## config.mk

```make
export PLATFORM = sky130hd
export DESIGN_NAME = casc_out_accum
export DESIGN_NICKNAME = d
export VERILOG_FILES = /design/src/rtl/casc_acc_pkg.sv /design/src/rtl/cao_trunc.sv /design/src/rtl/cao_align.sv /design/src/rtl/cao_sign.sv /design/src/rtl/cao_accum.sv /design/src/rtl/casc_out_accum.sv
export SDC_FILE = /design/constraint.sdc
export NUM_CORES = 1
export LEC_CHECK = 0
export BUFFER_PORTS_ARGS = -buffer_cell sky130_fd_sc_hd__buf_2
export CELL_PAD_IN_SITES_DETAIL_PLACEMENT = 1
export CELL_PAD_IN_SITES_GLOBAL_PLACEMENT = 1
export CORE_ASPECT_RATIO = 0.6
export CORE_MARGIN = 2
export CORE_UTILIZATION = 40
export CTS_BUF_LIST = sky130_fd_sc_hd__clkbuf_8 sky130_fd_sc_hd__clkbuf_16
export DETAILED_ROUTE_END_ITERATION = 8
export PLACE_DENSITY = 0.82
export SLEW_MARGIN = 5
export SYNTH_ARGS = -nofsm -noshare
export SYNTH_HDL_FRONTEND = slang
export SYNTH_SLANG_ARGS = --single-unit
export TNS_END_PERCENT = 50
```

## constraint.sdc

```tcl
create_clock -name clk -period 12.25 [get_ports clk]
set_clock_uncertainty 0.05 [all_clocks]
set_input_delay 0.6125 -clock clk [delete_from_list [all_inputs] [get_ports clk]]
set_output_delay 0.6125 -clock clk [all_outputs]
set_load 0.01 [all_outputs]
```

## src/rtl/casc_acc_pkg.sv

```systemverilog
package casc_acc_pkg;

   typedef struct packed {
      logic keep_n;
      logic inv;
   } ctl_t;

   localparam ctl_t CTL_IDLE = '{keep_n: 1'b1, inv: 1'b0};

   function automatic int unsigned max4(input int unsigned a, input int unsigned b,
                                        input int unsigned c, input int unsigned d);
      int unsigned m;
      m = a;
      if (b > m) m = b;
      if (c > m) m = c;
      if (d > m) m = d;
      return m;
   endfunction

endpackage

```

## src/rtl/cao_trunc.sv

```systemverilog
module cao_trunc #(
   parameter int unsigned IN_W     = 26,
   parameter int unsigned IN_FRAC  = 11,
   parameter int unsigned OUT_W    = 20,
   parameter int unsigned OUT_FRAC = 6
) (
   input  logic [IN_W-1:0]  wide_i,
   output logic [OUT_W-1:0] narrow_o
);
   localparam int unsigned SHIFT  = IN_FRAC - OUT_FRAC;
   localparam int unsigned KEEP_W = IN_W - SHIFT;

   logic [KEEP_W-1:0] kept;

   // dropping the low bits of a two's complement word rounds toward minus infinity
   generate
      if (SHIFT == 0) begin : g_nodrop
         assign kept = wide_i;
      end else begin : g_drop
         logic drop_unused;
         assign kept        = wide_i[IN_W-1:SHIFT];
         assign drop_unused = ^wide_i[SHIFT-1:0];
      end
   endgenerate

   generate
      if (KEEP_W > OUT_W) begin : g_sat
         localparam int unsigned XW = KEEP_W - OUT_W + 1;
         logic [XW-1:0] top;
         logic          fits;
         assign top  = kept[KEEP_W-1:OUT_W-1];
         assign fits = (top == '0) || (top == '1);
         always_comb begin
            if (fits)
               narrow_o = kept[OUT_W-1:0];
            else if (kept[KEEP_W-1])
               narrow_o = {1'b1, {(OUT_W-1){1'b0}}};
            else
               narrow_o = {1'b0, {(OUT_W-1){1'b1}}};
         end
      end else if (KEEP_W == OUT_W) begin : g_exact
         assign narrow_o = kept;
      end else begin : g_extend
         assign narrow_o = {{(OUT_W-KEEP_W){kept[KEEP_W-1]}}, kept};
      end
   endgenerate

endmodule

```

## src/rtl/cao_align.sv

```systemverilog
module cao_align
   import casc_acc_pkg::*;
#(
   parameter int unsigned W    = 20,
   parameter int unsigned LAT0 = 1,
   parameter int unsigned LAT1 = 3,
   parameter int unsigned LAT2 = 4,
   parameter int unsigned LAT3 = 5
) (
   input  logic         clk,
   input  logic         rst_n,
   input  logic [1:0]   sel_i,
   input  logic [W-1:0] sum_i,
   input  ctl_t         ctl_i,
   output logic [W-1:0] sum_o,
   output ctl_t         ctl_o
);
   localparam int unsigned DEPTH = max4(LAT0, LAT1, LAT2, LAT3);
   localparam int unsigned SW    = W + $bits(ctl_t);

   generate
      for (genvar s = 0; s < DEPTH; s++) begin : g_stage
         logic [SW-1:0] feed;
         logic [SW-1:0] q;
         if (s == 0) begin : g_head
            assign feed = {ctl_i, sum_i};
         end else begin : g_body
            assign feed = g_stage[s-1].q;
         end
         always_ff @(posedge clk) begin
            if (!rst_n) q <= {CTL_IDLE, {W{1'b0}}};
            else        q <= feed;
         end
      end
   endgenerate

   logic [SW-1:0] tap;

   always_comb begin
      case (sel_i)
         2'd0:    tap = g_stage[LAT0-1].q;
         2'd1:    tap = g_stage[LAT1-1].q;
         2'd2:    tap = g_stage[LAT2-1].q;
         default: tap = g_stage[LAT3-1].q;
      endcase
   end

   assign {ctl_o, sum_o} = tap;

endmodule

```

## src/rtl/cao_sign.sv

```systemverilog
module cao_sign
   import casc_acc_pkg::*;
#(
   parameter int unsigned W = 20
) (
   input  logic [W-1:0] v_i,
   input  ctl_t         ctl_i,
   output logic [W-1:0] v_o
);
   localparam logic [W-1:0] MOST_NEG = {1'b1, {(W-1){1'b0}}};
   localparam logic [W-1:0] MOST_POS = {1'b0, {(W-1){1'b1}}};
   localparam logic [W-1:0] ONE      = {{(W-1){1'b0}}, 1'b1};

   always_comb begin
      if (!ctl_i.keep_n)
         v_o = '0;
      else if (ctl_i.inv)
         v_o = (v_i == MOST_NEG) ? MOST_POS : (~v_i + ONE);
      else
         v_o = v_i;
   end

endmodule

```

## src/rtl/cao_accum.sv

```systemverilog
module cao_accum #(
   parameter int unsigned W = 20
) (
   input  logic         clk,
   input  logic         rst_n,
   input  logic [W-1:0] term_i,
   input  logic         self_fb_i,
   input  logic [W-1:0] chain_i,
   output logic [W-1:0] chain_o
);
   logic [W-1:0] chain_q;
   logic [W-1:0] addend;
   logic [W-1:0] total;

   assign addend = self_fb_i ? chain_o : chain_q;
   assign total  = term_i + addend;

   always_ff @(posedge clk) begin
      if (!rst_n) begin
         chain_q <= '0;
         chain_o <= '0;
      end else begin
         chain_q <= chain_i;
         chain_o <= total;
      end
   end

endmodule

```

## src/rtl/casc_out_accum.sv

```systemverilog
module casc_out_accum
   import casc_acc_pkg::*;
#(
   parameter int unsigned IN_W     = 26,
   parameter int unsigned IN_FRAC  = 11,
   parameter int unsigned OUT_W    = 20,
   parameter int unsigned OUT_FRAC = 6,
   parameter int unsigned LAT0     = 1,
   parameter int unsigned LAT1     = 3,
   parameter int unsigned LAT2     = 4,
   parameter int unsigned LAT3     = 5
) (
   input  logic             clk,
   input  logic             rst_n,
   input  logic [IN_W-1:0]  fsum_i,
   input  logic             zero_n_i,
   input  logic             inv_i,
   input  logic [1:0]       align_sel_i,
   input  logic             self_fb_i,
   input  logic [OUT_W-1:0] chain_i,
   output logic [OUT_W-1:0] chain_o
);
   generate
      if (IN_FRAC < OUT_FRAC) begin : g_bad_frac
         $error("casc_out_accum: output fraction wider than input fraction");
      end
      if (IN_W <= IN_FRAC - OUT_FRAC) begin : g_bad_width
         $error("casc_out_accum: input too narrow for the fraction drop");
      end
      if (OUT_W < 2) begin : g_bad_out
         $error("casc_out_accum: output must hold a sign and a magnitude bit");
      end
      if (LAT0 == 0 || LAT1 == 0 || LAT2 == 0 || LAT3 == 0) begin : g_bad_lat
         $error("casc_out_accum: every alignment delay must be at least one cycle");
      end
   endgenerate

   logic [OUT_W-1:0] narrow;
   logic [OUT_W-1:0] tail_sum;
   ctl_t             head_ctl;
   ctl_t             tail_ctl;
   logic [OUT_W-1:0] term;

   assign head_ctl = '{keep_n: zero_n_i, inv: inv_i};

   cao_trunc #(
      .IN_W(IN_W), .IN_FRAC(IN_FRAC), .OUT_W(OUT_W), .OUT_FRAC(OUT_FRAC)
   ) u_trunc (
      .wide_i   (fsum_i),
      .narrow_o (narrow)
   );

   cao_align #(
      .W(OUT_W), .LAT0(LAT0), .LAT1(LAT1), .LAT2(LAT2), .LAT3(LAT3)
   ) u_align (
      .clk   (clk),
      .rst_n (rst_n),
      .sel_i (align_sel_i),
      .sum_i (narrow),
      .ctl_i (head_ctl),
      .sum_o (tail_sum),
      .ctl_o (tail_ctl)
   );

   cao_sign #(.W(OUT_W)) u_sign (
      .v_i   (tail_sum),
      .ctl_i (tail_ctl),
      .v_o   (term)
   );

   cao_accum #(.W(OUT_W)) u_accum (
      .clk       (clk),
      .rst_n     (rst_n),
      .term_i    (term),
      .self_fb_i (self_fb_i),
      .chain_i   (chain_i),
      .chain_o   (chain_o)
   );

endmodule

```

**Word level (Yosys, flattened, before mapping)**

Cells that the tools add are included.

- Output and inout bits: 20
- Register bits after elaboration: 150
- Input port bits: 53

- Equal/unequal tests: 4
- Reduce and logical (&&, ||, !) cells: 3
- Mux-type cells: 7
- Bitwise logic cells: 1
- Add/sub/neg operators: 2

Operators by type and width:

| operator | number |
|---|---|
| $mux W20 | 6 |
| $pmux W22 S3 | 1 |
| $add A20 B1 Y20 const B | 1 |
| $add A20 B20 Y20 | 1 |
| $eq A20 B20 Y1 const B | 1 |
| $not A20 Y20 | 1 |
| $eq A2 B2 Y1 const B | 2 |
| $logic_not A2 Y1 | 2 |
| $eq A2 B1 Y1 const B | 1 |
| $logic_or A1 B1 Y1 | 1 |

**Longest topological paths before layout**

- Depth after elaboration: 8
- Mapped depth: 21
- Gate-level depth less buffers: 17

**Modules after synthesis**

A second synthesis with hierarchy kept.

- Cell total of the unflattened synthesis: 625
- Area total of the unflattened synthesis: 6,636.4 sq um

Modules (own cells, without submodules):

| module | cells an instance | area each (sq um) | instances | sequential area each (sq um) |
|---|---|---|---|---|
| cao_align | 258 | 3,472.1 | 1 | 2,202.1 |
| cao_accum | 239 | 2,277.2 | 1 | 800.8 |
| cao_sign | 101 | 650.6 | 1 | 0.0 |
| cao_trunc | 27 | 236.5 | 1 | 0.0 |

**Worst setup path after synthesis**

Ideal clock, no wire load.

- Kind: input to register
- Start point: input align_sel_i[0]
- End point: register u_accum.chain_o[19]
- Required time: 12,087 ps
- Setup time: 113 ps
- Arrival: 4,414 ps
- Setup slack: 7,673 ps
- Stages: 20
- Cells stage by stage: buf_6 buf_12 buf_12 mux4_2 inv_1 ha_1 nand4_1 or3_1 clkbuf_2 a21o_1 inv_1 ha_1 a211oi_1 o21bai_1 o311a_1 a21oi_1 a21oi_1 a211oi_1 a211o_1 nand2_1

- Word-level cells in the longest chain between the ends: 8

Ends and longest elaborated chain:

| element | line | text |
|---|---|---|
| start, declared | casc_out_accum.sv:18 | `input logic [1:0] align_sel_i,` |
| $eq A2 B2 Y1 (tied with other cells) | cao_align.sv:40 | `case (sel_i)` |
| $pmux W22 S3 (*) | cao_align.sv:40 |  |
| $not A20 Y20 | cao_sign.sv:18 | `v_o = (v_i == MOST_NEG) ? MOST_POS : (~v_i + ONE);` |
| $add A20 B1 Y20 | cao_sign.sv:18 |  |
| $mux W20 | cao_sign.sv:18 |  |
| $mux W20 | cao_sign.sv:17 | `else if (ctl_i.inv)` |
| $mux W20 (*) | cao_sign.sv:15 | `if (!ctl_i.keep_n)` |
| $add A20 B20 Y20 (*) | cao_accum.sv:16 | `assign total = term_i + addend;` |
| end signal, assigned | cao_accum.sv:24 | `chain_o <= total;` |
| end, declared | cao_accum.sv:9 | `output logic [W-1:0] chain_o` |

Every way passes the cells marked *; elsewhere a longest branch is shown, timed or not.
A chain may end at the register's enable or synchronous reset.

**Worst setup path in the final report**

Ends and elaborated chain as after synthesis.

==> summary.md <==
| Metric | Value |
|---|---|
| Syn Area/Cell | approximately 10 um^2 |
| Ys flop type | dfxtp_1 |
| TritonCTS buffer count | 17 |
| Tightest Pin Transition | 0.805 ns |
| Worst EP required | 12.52 ns |
| Xor and xnor area share after synthesis | 0.0328 |
| Mux cell area share after synthesis | 0.130 |
| Status | finished, violations left |
| Total GRT Usage | 0.198 |
| Adder-cell share of the synthesized area | 0.0460 |
| Largest cells by area after synthesis | dfxtp_1, and2_1, a21oi_1 |
| Hold_buf cts | 0 |
| Synth unique cells | 54 |
| Routed Antenna Nets | 0 |
| Critical Path Fanout Max | 24 |
| FF+latch count, synth | 150 |
| Final TNS setup | 0 ns |
| Largest net degree at the start of global routing | 103 |
| Slew Limit Fails | 0 |
| Drt drc | 5 |
| Startpoint Class | primary input |
| Peak VDD IR | 0.0000811 V |
| Chip height | around 100 um |
| Via/cell ratio | 5.21 |
| End-of-flow core utilization | 0.482 |
| First-pass GRT wire length | 26000 um |
| Fmax | 168 MHz |
| Final wirelength | 15900 um |
| Critical path arrival | 6.24 ns |
| Final Hold Fails | 0 |
| Layout Nets | 750 |
| Layout cells sized above 1 | 0.211 |
| Max-slew headroom | 0.463 |
| Core footprint | 15500 um^2 |
| Sequential fraction of the synthesis area | 0.468 |
| Initial core utilization | 0.414 |
| Worst hold-check path type | in -> reg |
| Port Buffers | 67 |
| Setup-failing EPs final | 0 |
| Setup crit end kind | register |
| CTS root buffer | clkbuf_16 |
| Postcts setup bufs | 0 |
| DP HPWL | 10700 um |
| Detailed Routing Iterations Pass 1 | 7 |
| Kind of critical path | in -> reg |
| H-tree Lvls | 4 |
| IO Count | 73 |
| Share of flip-flops with an asynchronous set or reset | 0 |
| Post-CTS Resized | 0 |
| Final period utilization | 0.487 |
| Synthesis Warnings | 0 |
| ANT cells | 0 |
| Skew-Pair Late Insertion Delay | 0.44 ns |
| Clock slew at the register clock pins of the worst setup and hold paths | 0.06 ns |
| First DRT Iteration DRCs | 162 |
| Synth top area share | 0.468 |
| Mapped Cells | approximately 620 |
| Initial antenna violation count | 0 |
| Post-synthesis simple-gate area fraction | 0.198 |
| Row count | 35 |
| Largest family of logic cells by synthesized area | simple AND/OR/NAND/NOR gates |
| Static leakage | 0.00330 uW |
| Crit path time final | 5.97 ns |
| Clock Sinks | 150 |
| PD cells | around 170 nW/um^2 |
| Post-synth EDFFs | 0 |
| Grt ovf | 0 |
| Largest area contributor in the netlist | dfxtp_1 |
| Failing checks | design-rule violations |
| RSZ-0062 raised after global routing | false |
| Max clock buf depth | 2 |
| Post-synthesis cell area | 6410 um^2 |
| Die width | ~170 um |
| Die area | 17100 um^2 |
| TritonCTS clock tree | yes |
| Vias | 4631 |
| Routed length per instance | 17.9 um |
| Gpl congestion | between 0.8 and 0.9 |
| Synthesized net count | just under 700 |
| Compound-Gate Fraction of Synth Area | 0.0913 |
| Max cap viols | 0 |
| Vias in the first global route | between 4000 and 5000 |
| Area delta synth->final | 16.5% |
## path summary, 6_finish.rpt
| path | from | end | slack, ns | cells past startpoint |
|---|---|---|---|---|
| worst max-delay path | align_sel_i[0] | u_accum.chain_o[19] | 6.28 | 16 |
| worst min-delay path | zero_n_i | u_align.g_stage[0].q[21] | 0.32 | 2 |
| worst max register to register | u_align.g_stage[2].q[6] | u_accum.chain_o[19] | 6.92 | 15 |
| worst min register to register | u_align.g_stage[1].q[21] | u_align.g_stage[2].q[21] | 0.37 | 1 |
## cells in the mapped netlist, types with 4 or more instances
master,count
nor2_1,38
nor3_1,5
a21oi_1,55
dfxtp_1,150
o21ai_0,11
clkbuf_1,21
xnor2_1,11
or3_1,6
and2_1,107
mux2i_1,5
mux2_2,21
ha_1,22
nand2_1,41
a21o_1,5
mux4_1,10
xor2_1,13
mux4_2,12
nand2b_1,11
a211oi_1,4
inv_1,9
o31ai_1,4
nand3_1,7
buf_1,4
## sequential cells by signal, summed over array words and instances, names as in the netlist
name / cells
u_accum.chain_o: 20
u_align.g_stage.q: 110
u_accum.chain_q: 20
## routing by layer
| metal | vias up | part of all wire | track usage |
|---|---|---|---|
| met5 | - | 0 | 0 |
| met4 | 0 | 0.012 | 0.0656 |
| met3 | 21 | 0.045 | 0.0519 |
| met2 | 87 | 0.47 | 0.332 |
| met1 | 2277 | 0.48 | 0.254 |
| li1 | 2246 | - | - |
## cells by family (layout without fill, tap and decap cells)
| family | Yosys count | after routing |
|---|---|---|
| AOI/OAI and AO/OA | 97 | 97 |
| xor gates and xnor gates | 24 | 24 |
| adders and majority gates | 23 | 23 |
| buffers and inverters | 43 | 111 |
| DFF | 150 | 150 |
| muxes | 49 | 49 |
| and+or+nand+nor | 232 | 232 |
## layout by cell type, fill, tap and decap left out, types with 5 or more instances in the layout
cell,instances
nor2_1,38
nand2b_1,11
nor3_1,5
buf_2,67
dfxtp_1,150
mux2_2,21
o21ai_0,10
mux4_2,12
clkbuf_16,17
and2_1,107
ha_1,22
a21o_1,5
nand3_1,7
xor2_1,13
or3_1,6
mux4_1,10
nand2_1,41
xnor2_1,11
mux2i_1,5
a21oi_1,55
inv_1,9
## worst max-delay path, cell delays in order
cell and delay, ns:
buf_2 0.61, mux4_1 0.80, nor4_4 0.31, nand4_1 0.31
or3_1 0.73, a21o_1 0.30, inv_1 0.07, ha_1 0.23
a211oi_1 0.30, o21bai_1 0.18, o311a_1 0.43, a21oi_1 0.33
a21oi_1 0.18, a211oi_1 0.58, a211o_1 0.19, nand2_1 0.04
## per-stage QoR
step	instance area, um^2	hold WS, ns	setup slack, ns	power [uW]	instances
2_1_floorplan	6410	0.336	7.67	645	618
3_3_place_gp	6850	0.346	6.26	683	858
3_5_place_dp	6850	0.371	5.94	693	858
4_1_cts	7470	0.306	6.33	1250	889
5_1_grt	7470	0.325	5.90	1290	889
6_report	7470	0.315	6.28	1240	889
## layout make-up
class | count | area [um^2]
Tap cell | 203 | 254
Multi-Input combinational cell | 425 | 3200
Fill cell | 1710 | 8030
Timing Repair Buffer | 70 | 358
Inverter | 10 | 37.5
Sequential cell | 150 | 3000
Clock buffer | 19 | 453
Clock inverter | 12 | 168
## report_power, final
| part | total [uW] | switching (uW) | internal (uW) |
|---|---|---|---|
| sequential | 527 | 12.2 | 514 |
| clock | 551 | 216 | 334 |
| combinational | 158 | 89.5 | 68.8 |
| total | 1240 | 318 | 917 |
No activity file was read; power rests on OpenSTA's default activity.
